===== src/rtl/ipi_pkg.sv =====
package ipi_pkg;

  localparam int REG_W         = 32;
  localparam int ID_W          = 14;
  localparam int MSG_W         = 16;
  localparam int CTRL_ACK_BIT  = 31;
  localparam int CTRL_GEN_BIT  = 30;
  localparam int STAT_PEND_BIT = 30;
  localparam int DEST_LSB      = 16;

  typedef enum logic {
    WORD_CMD  = 1'b0,
    WORD_MBOX = 1'b1
  } word_sel_e;

  // destination core ID carried in a command word
  function automatic logic [ID_W-1:0] cmd_dest(input logic [REG_W-1:0] w);
    return w[DEST_LSB +: ID_W];
  endfunction

  // payload carried in a command word
  function automatic logic [MSG_W-1:0] cmd_msg(input logic [REG_W-1:0] w);
    return w[MSG_W-1:0];
  endfunction

  // mailbox image left at the destination by a post
  function automatic logic [REG_W-1:0] mbox_image(input logic [ID_W-1:0] src,
                                                  input logic [MSG_W-1:0] msg);
    return {1'b0, 1'b1, src, msg};
  endfunction

  // mailbox with its pending flag removed
  function automatic logic [REG_W-1:0] mbox_cleared(input logic [REG_W-1:0] s);
    logic [REG_W-1:0] r;
    r = s;
    r[STAT_PEND_BIT] = 1'b0;
    return r;
  endfunction

endpackage


===== src/rtl/ipi_addr_decode.sv =====
module ipi_addr_decode
  import ipi_pkg::*;
#(
  parameter int NUM_CORES = 4,
  parameter int ADDR_W    = 8,
  localparam int IDX_W    = ADDR_W - 3
) (
  input  logic [ADDR_W-1:0] addr,
  output logic [IDX_W-1:0]  core_idx,
  output logic              idx_ok,
  output word_sel_e         word_sel
);

  localparam logic [IDX_W:0] CORE_LIM = (IDX_W+1)'(NUM_CORES);

  logic [1:0] unused_low;

  always_comb begin
    core_idx   = addr[ADDR_W-1:3];
    word_sel   = word_sel_e'(addr[2]);
    idx_ok     = ({1'b0, core_idx} < CORE_LIM);
    unused_low = addr[1:0];
  end

endmodule


===== src/rtl/ipi_cmd_route.sv =====
module ipi_cmd_route
  import ipi_pkg::*;
#(
  parameter int NUM_CORES = 4,
  parameter int ADDR_W    = 8,
  localparam int IDX_W    = ADDR_W - 3
) (
  input  logic                 wr_en,
  input  logic [IDX_W-1:0]     core_idx,
  input  logic                 idx_ok,
  input  word_sel_e            word_sel,
  input  logic [REG_W-1:0]     wdata,
  output logic [NUM_CORES-1:0] cmd_wr_vec,
  output logic [NUM_CORES-1:0] gen_vec,
  output logic [NUM_CORES-1:0] ack_vec,
  output logic [REG_W-1:0]     post_word
);

  localparam logic [ID_W:0] DEST_LIM = (ID_W+1)'(NUM_CORES);

  logic            cmd_wr;
  logic            want_gen;
  logic            want_ack;
  logic [ID_W-1:0] dest_id;
  logic            dest_ok;

  always_comb begin
    cmd_wr    = wr_en && idx_ok && (word_sel == WORD_CMD);
    want_gen  = cmd_wr && wdata[CTRL_GEN_BIT];
    want_ack  = cmd_wr && wdata[CTRL_ACK_BIT];
    dest_id   = cmd_dest(wdata);
    dest_ok   = ({1'b0, dest_id} < DEST_LIM);
    post_word = mbox_image(ID_W'(core_idx), cmd_msg(wdata));
  end

  for (genvar i = 0; i < NUM_CORES; i++) begin : g_route
    always_comb begin
      cmd_wr_vec[i] = cmd_wr && (core_idx == IDX_W'(i));
      gen_vec[i]    = want_gen && dest_ok && (dest_id == ID_W'(i));
      ack_vec[i]    = want_ack && (core_idx == IDX_W'(i));
    end
  end

endmodule


===== src/rtl/ipi_core_slot.sv =====
module ipi_core_slot
  import ipi_pkg::*;
(
  input  logic             clk,
  input  logic             rst_n,
  input  logic             cmd_wr,
  input  logic             gen_hit,
  input  logic             ack_hit,
  input  logic [REG_W-1:0] wdata,
  input  logic [REG_W-1:0] post_word,
  output logic [REG_W-1:0] cmd_q,
  output logic [REG_W-1:0] mbox_q,
  output logic             irq_q
);

  logic [REG_W-1:0] mbox_nxt;

  // post is applied before clear
  always_comb begin
    mbox_nxt = mbox_q;
    if (gen_hit) mbox_nxt = post_word;
    if (ack_hit) mbox_nxt = mbox_cleared(mbox_nxt);
  end

  always_ff @(posedge clk) begin
    if (!rst_n) begin
      cmd_q  <= '0;
      mbox_q <= '0;
      irq_q  <= 1'b0;
    end else begin
      if (cmd_wr) cmd_q <= wdata;
      mbox_q <= mbox_nxt;
      irq_q  <= mbox_nxt[STAT_PEND_BIT];
    end
  end

endmodule


===== src/rtl/ipi_read_mux.sv =====
module ipi_read_mux
  import ipi_pkg::*;
#(
  parameter int NUM_CORES = 4,
  parameter int ADDR_W    = 8,
  localparam int IDX_W    = ADDR_W - 3
) (
  input  logic                            rd_en,
  input  logic [IDX_W-1:0]                core_idx,
  input  logic                            idx_ok,
  input  word_sel_e                       word_sel,
  input  logic [NUM_CORES-1:0][REG_W-1:0] cmd_q,
  input  logic [NUM_CORES-1:0][REG_W-1:0] mbox_q,
  output logic [REG_W-1:0]                rdata
);

  always_comb begin
    rdata = '0;
    if (rd_en && idx_ok) begin
      for (int i = 0; i < NUM_CORES; i++) begin
        if (core_idx == IDX_W'(i))
          rdata = (word_sel == WORD_CMD) ? cmd_q[i] : mbox_q[i];
      end
    end
  end

endmodule


===== src/rtl/ipi_hub.sv =====
module ipi_hub
  import ipi_pkg::*;
#(
  parameter int NUM_CORES = 4,
  parameter int ADDR_W    = 8
) (
  input  logic                 clk,
  input  logic                 rst_n,
  input  logic                 bus_wr_en,
  input  logic                 bus_rd_en,
  input  logic [ADDR_W-1:0]    bus_addr,
  input  logic [31:0]          bus_wdata,
  output logic [31:0]          bus_rdata,
  output logic [NUM_CORES-1:0] irq_out
);

  localparam int IDX_W = ADDR_W - 3;

  logic [IDX_W-1:0]                core_idx;
  logic                            idx_ok;
  word_sel_e                       word_sel;
  logic [NUM_CORES-1:0]            cmd_wr_vec;
  logic [NUM_CORES-1:0]            gen_vec;
  logic [NUM_CORES-1:0]            ack_vec;
  logic [REG_W-1:0]                post_word;
  logic [NUM_CORES-1:0][REG_W-1:0] cmd_q;
  logic [NUM_CORES-1:0][REG_W-1:0] mbox_q;

  ipi_addr_decode #(.NUM_CORES(NUM_CORES), .ADDR_W(ADDR_W)) u_dec (
    .addr     (bus_addr),
    .core_idx (core_idx),
    .idx_ok   (idx_ok),
    .word_sel (word_sel)
  );

  ipi_cmd_route #(.NUM_CORES(NUM_CORES), .ADDR_W(ADDR_W)) u_route (
    .wr_en      (bus_wr_en),
    .core_idx   (core_idx),
    .idx_ok     (idx_ok),
    .word_sel   (word_sel),
    .wdata      (bus_wdata),
    .cmd_wr_vec (cmd_wr_vec),
    .gen_vec    (gen_vec),
    .ack_vec    (ack_vec),
    .post_word  (post_word)
  );

  for (genvar i = 0; i < NUM_CORES; i++) begin : g_slot
    ipi_core_slot u_slot (
      .clk       (clk),
      .rst_n     (rst_n),
      .cmd_wr    (cmd_wr_vec[i]),
      .gen_hit   (gen_vec[i]),
      .ack_hit   (ack_vec[i]),
      .wdata     (bus_wdata),
      .post_word (post_word),
      .cmd_q     (cmd_q[i]),
      .mbox_q    (mbox_q[i]),
      .irq_q     (irq_out[i])
    );
  end

  ipi_read_mux #(.NUM_CORES(NUM_CORES), .ADDR_W(ADDR_W)) u_rd (
    .rd_en    (bus_rd_en),
    .core_idx (core_idx),
    .idx_ok   (idx_ok),
    .word_sel (word_sel),
    .cmd_q    (cmd_q),
    .mbox_q   (mbox_q),
    .rdata    (bus_rdata)
  );

endmodule


===== config.mk =====
export PLATFORM = sky130hd
export DESIGN_NAME = ipi_hub
export DESIGN_NICKNAME = d
export VERILOG_FILES = /design/src/rtl/ipi_pkg.sv /design/src/rtl/ipi_addr_decode.sv /design/src/rtl/ipi_cmd_route.sv /design/src/rtl/ipi_core_slot.sv /design/src/rtl/ipi_read_mux.sv /design/src/rtl/ipi_hub.sv
export SDC_FILE = /design/constraint.sdc
export NUM_CORES = 1
export LEC_CHECK = 0
export ABC_AREA = 0
export BUFFER_PORTS_ARGS = -buffer_cell sky130_fd_sc_hd__buf_2
export CORE_MARGIN = 1.5
export CORE_UTILIZATION = 40
export CTS_CLUSTER_DIAMETER = 50
export DETAILED_ROUTE_END_ITERATION = 8
export GPL_TIMING_DRIVEN = 1
export PLACE_DENSITY = 0.68
export SLEW_MARGIN = 10
export SYNTH_ARGS = -nofsm -noshare
export SYNTH_HDL_FRONTEND = slang
export SYNTH_SLANG_ARGS = --single-unit

===== constraint.sdc =====
create_clock -name clk -period 3.2 [get_ports clk]
set_input_delay 0.64 -clock clk [delete_from_list [all_inputs] [get_ports clk]]
set_output_delay 0.64 -clock clk [all_outputs]
set_load 0.05 [all_outputs]

==> run summary <==
## Critical path
• primary input — critical path launch point type
• 2.56 ns — required time at the endpoint of the critical path
• bus_rdata[26] — CP Capture Point
• 2.36 ns — arrival time reported for the critical path endpoint
• 2.53 ns — register-to-register path setup slack
• g_slot[0].u_slot.mbox_q[30] — worst flop-to-flop path endpoint
• 1 — depth of the most critical reg-to-reg path
• output port — crit path capture type
• in2out — Crit Path Class
• 20 — Max FO, Critical Path
• bus_addr[4] — timing startpoint of the critical path
• g_slot[0].u_slot.mbox_q[30] — start of the worst register-to-register path

## Clock tree
• 3 — number of buffers between clock root and the deepest sink
• 23 — TritonCTS buffer count
• 216 — sink count of the clock tree
• 0.06 ns — clock slew seen by the registers of the worst setup and hold paths
• clkbuf_16 — CTS Root Cell
• 0 — Post-CTS Setup Inserts
• 0 — Hold Buf Count CTS
• done — CTS tree
• 1 — H-Tree Level Count
• 0.51 ns — Clock Latency Late Sink
• 0 — Resize count post-CTS

## Route
• 0 — remaining antenna violation count
• 7211 — via count
• 0 — total DRC errors in the routed layout
• 24200 um — total wire length after detailed routing
• 476 — DRC marker count from the first detailed-route iteration
• 17.57 um — Routed WL per cell
• 5.237 — average via count per standard cell
• 4 — Detailed Routing Iterations Pass 1

## Die
• 158.4 um — Die X-Extent
• 56 — placement row count
• 0.02361 sq mm — Core Footprint
• 0.02510 sq mm — Die Area
• 80 — # IOs
• 0.4093 — starting density of the core
• 158.4 um — die height

## STA
• 0 — final-report setup violation count
• 0.2031 ns — final worst setup slack
• 0.9365 — final clock period utilization by the worst path
• 0 — final-report hold violation count
• 0 ns — setup TNS
• 0 — max-slew violation count
• 2.997 ns — crit path time final
• 0.3337 GHz — maximum achievable frequency
• 0.6813 ns — Worst-Margin Slew
• 0.5458 — worst-case headroom to the max-slew limit
• 0.3990 ns — final hold slack
• 0 ns — setup skew after layout
• no — setup repair after global routing missed its margin

## Global routing
• 1 — antenna violations before repair
• 0.1981 — overall routing resource usage
• 7210 — via count of the first global-routing pass
• 38760 um — first-pass GRT wire length
• 0 — total global routing overflow
• 88 — largest net degree at the start of global routing

## Placed design
• 0.1638 ns — DP Worst Slack
• 0.01042 sq mm — post-detailed-placement cell area
• 0.7357 — routability-driven placement congestion ratio
• 15210 um — half-perimeter wire length after detailed placement
• 77 — port bufs

## Power and ir drop
• 0.3279 mV — maximum vdd drop
• 525.7 mW/mm^2 — total power density per cell area
• 4.090 nW — static leakage

## Min path
• in2reg — Hold WC Path Type

## Yosys
• 0.009664 sq mm — netlist area before placement
• 1034 — number of nets in the synthesized netlist
• 33 — count of unique library cells instantiated by Yosys
• 216 — #FFs+latches synth
• 0 — total of warnings raised by yosys
• 9.762 sq um — post-synthesis average cell area
• 0.4474 — share of the yosys chip area belonging to registers
• 990 — Post-Syn Instances

## Outcome
• finished clean — result of the run

## Flow run
• 0 — max-cap violations

## Finish
• 0.4767 — Util after Layout
• 0.2032 — fraction of final layout cells with drive strength greater than 1
• 16.47% — Syn-to-layout area delta
• 0.01126 sq mm — post-route standard cell area excluding fillers
• 0 — antenna diode count
• nand2_1 — leading cell type in the layout, fill and taps excluded
• nand2_1 (302), dfxtp_1 (216), mux2i_1 (93), buf_2 (76), a21boi_1 (60) — commonest non-fill, non-tap cells in the layout
• 1087 — Nets

==> flip-flops by register name (all words and copies together), names as in the netlist <==
signal	cells
g_slot.u_slot.mbox_q	87
g_slot.u_slot.cmd_q	128
g_slot.u_slot.irq_q	1
==> worst max-delay path, cell delays in order <==
cell    delay (ns)
buf_2         0.53
buf_4         0.31
mux4_2        0.51
and2_1        0.16
buf_2         0.20
==> power breakdown <==
group	switching, mW	internal, mW
Sequential	0.00302	2.70
Combinational	0.182	0.107
Clock	1.08	1.85
Total	1.26	4.66
==> layout make-up <==
cell class | instances | area [sq um]
Clock buffer | 32 | 669.4
Clock inverter | 8 | 165.2
Fill cell | 2218 | 12360
Inverter | 2 | 7.507
Multi-Input combinational cell | 686 | 4921
Sequential cell | 216 | 4324
Tap cell | 319 | 399.1
Timing Repair Buffer | 114 | 769.5
==> synthesized netlist by cell type (all sizes together) <==
| library cell | n | area share |
|---|---|---|
| nand2 | 302 | 0.12 |
| dfxtp | 216 | 0.45 |
| a21boi | 96 | 0.075 |
| mux2i | 93 | 0.096 |
| mux4 | 54 | 0.13 |
| buf | 47 | 0.030 |
| clkbuf | 39 | 0.015 |
| nand3 | 34 | 0.018 |
| o21ai | 32 | 0.017 |
| nor2 | 24 | 0.0093 |
| and3b | 12 | 0.011 |
| and2 | 10 | 0.0065 |
| nand2b | 5 | 0.0032 |
| nor4 | 5 | 0.0092 |
| o211a | 4 | 0.0041 |
| nand4 | 3 | 0.0035 |
| nor3 | 3 | 0.0032 |
| inv | 2 | 0.00078 |
| nor2b | 2 | 0.0013 |
| nor4b | 2 | 0.0034 |
| or4 | 2 | 0.0016 |
| a21oi | 1 | 0.00052 |
| and3 | 1 | 0.00065 |
| or3 | 1 | 0.0012 |
==> stage by stage <==
stage          total power, mW  cells
6_report                 5.917   1377
3_3_place_gp             3.045   1337
2_1_floorplan            2.933    990
4_1_cts                  5.952   1377
5_1_grt                  6.085   1377
3_5_place_dp             3.047   1337
==> per-layer routing <==
| layer | GRT usage | up-vias | wire, um |
|---|---|---|---|
| met2 | 0.3504 | 157 | 11910 |
| met1 | 0.2501 | 3505 | 10650 |
| li1 | - | 3501 | - |
| met3 | 0.02803 | 46 | 1108 |
| met4 | 0.05830 | 2 | 512 |
| met5 | 0 | - | 13 |
==> kinds of logic after synthesis <==
logic type | after synthesis | synth area share
DFF | 216 | 0.4474
and+or+nand+nor | 406 | 0.1888
AOI/OAI and AO/OA | 133 | 0.09580
buffers and inverters | 88 | 0.04583
muxes | 147 | 0.2222
==> worst min-delay path by stage <==
stage	depth (start not counted)	slack, ns	end	start
after floorplan	2	0.43	g_slot[2].u_slot.cmd_q[26]	g_slot[2].u_slot.cmd_q[26]
after global placement	2	0.43	g_slot[2].u_slot.cmd_q[28]	g_slot[2].u_slot.cmd_q[28]
after detailed placement	2	0.44	g_slot[2].u_slot.cmd_q[29]	g_slot[2].u_slot.cmd_q[29]
after CTS	3	0.39	g_slot[0].u_slot.cmd_q[5]	bus_wdata[5]
after global routing	3	0.39	g_slot[0].u_slot.cmd_q[5]	bus_wdata[5]
final	3	0.40	g_slot[0].u_slot.cmd_q[5]	bus_wdata[5]
No activity file was read; power rests on OpenSTA's default activity.
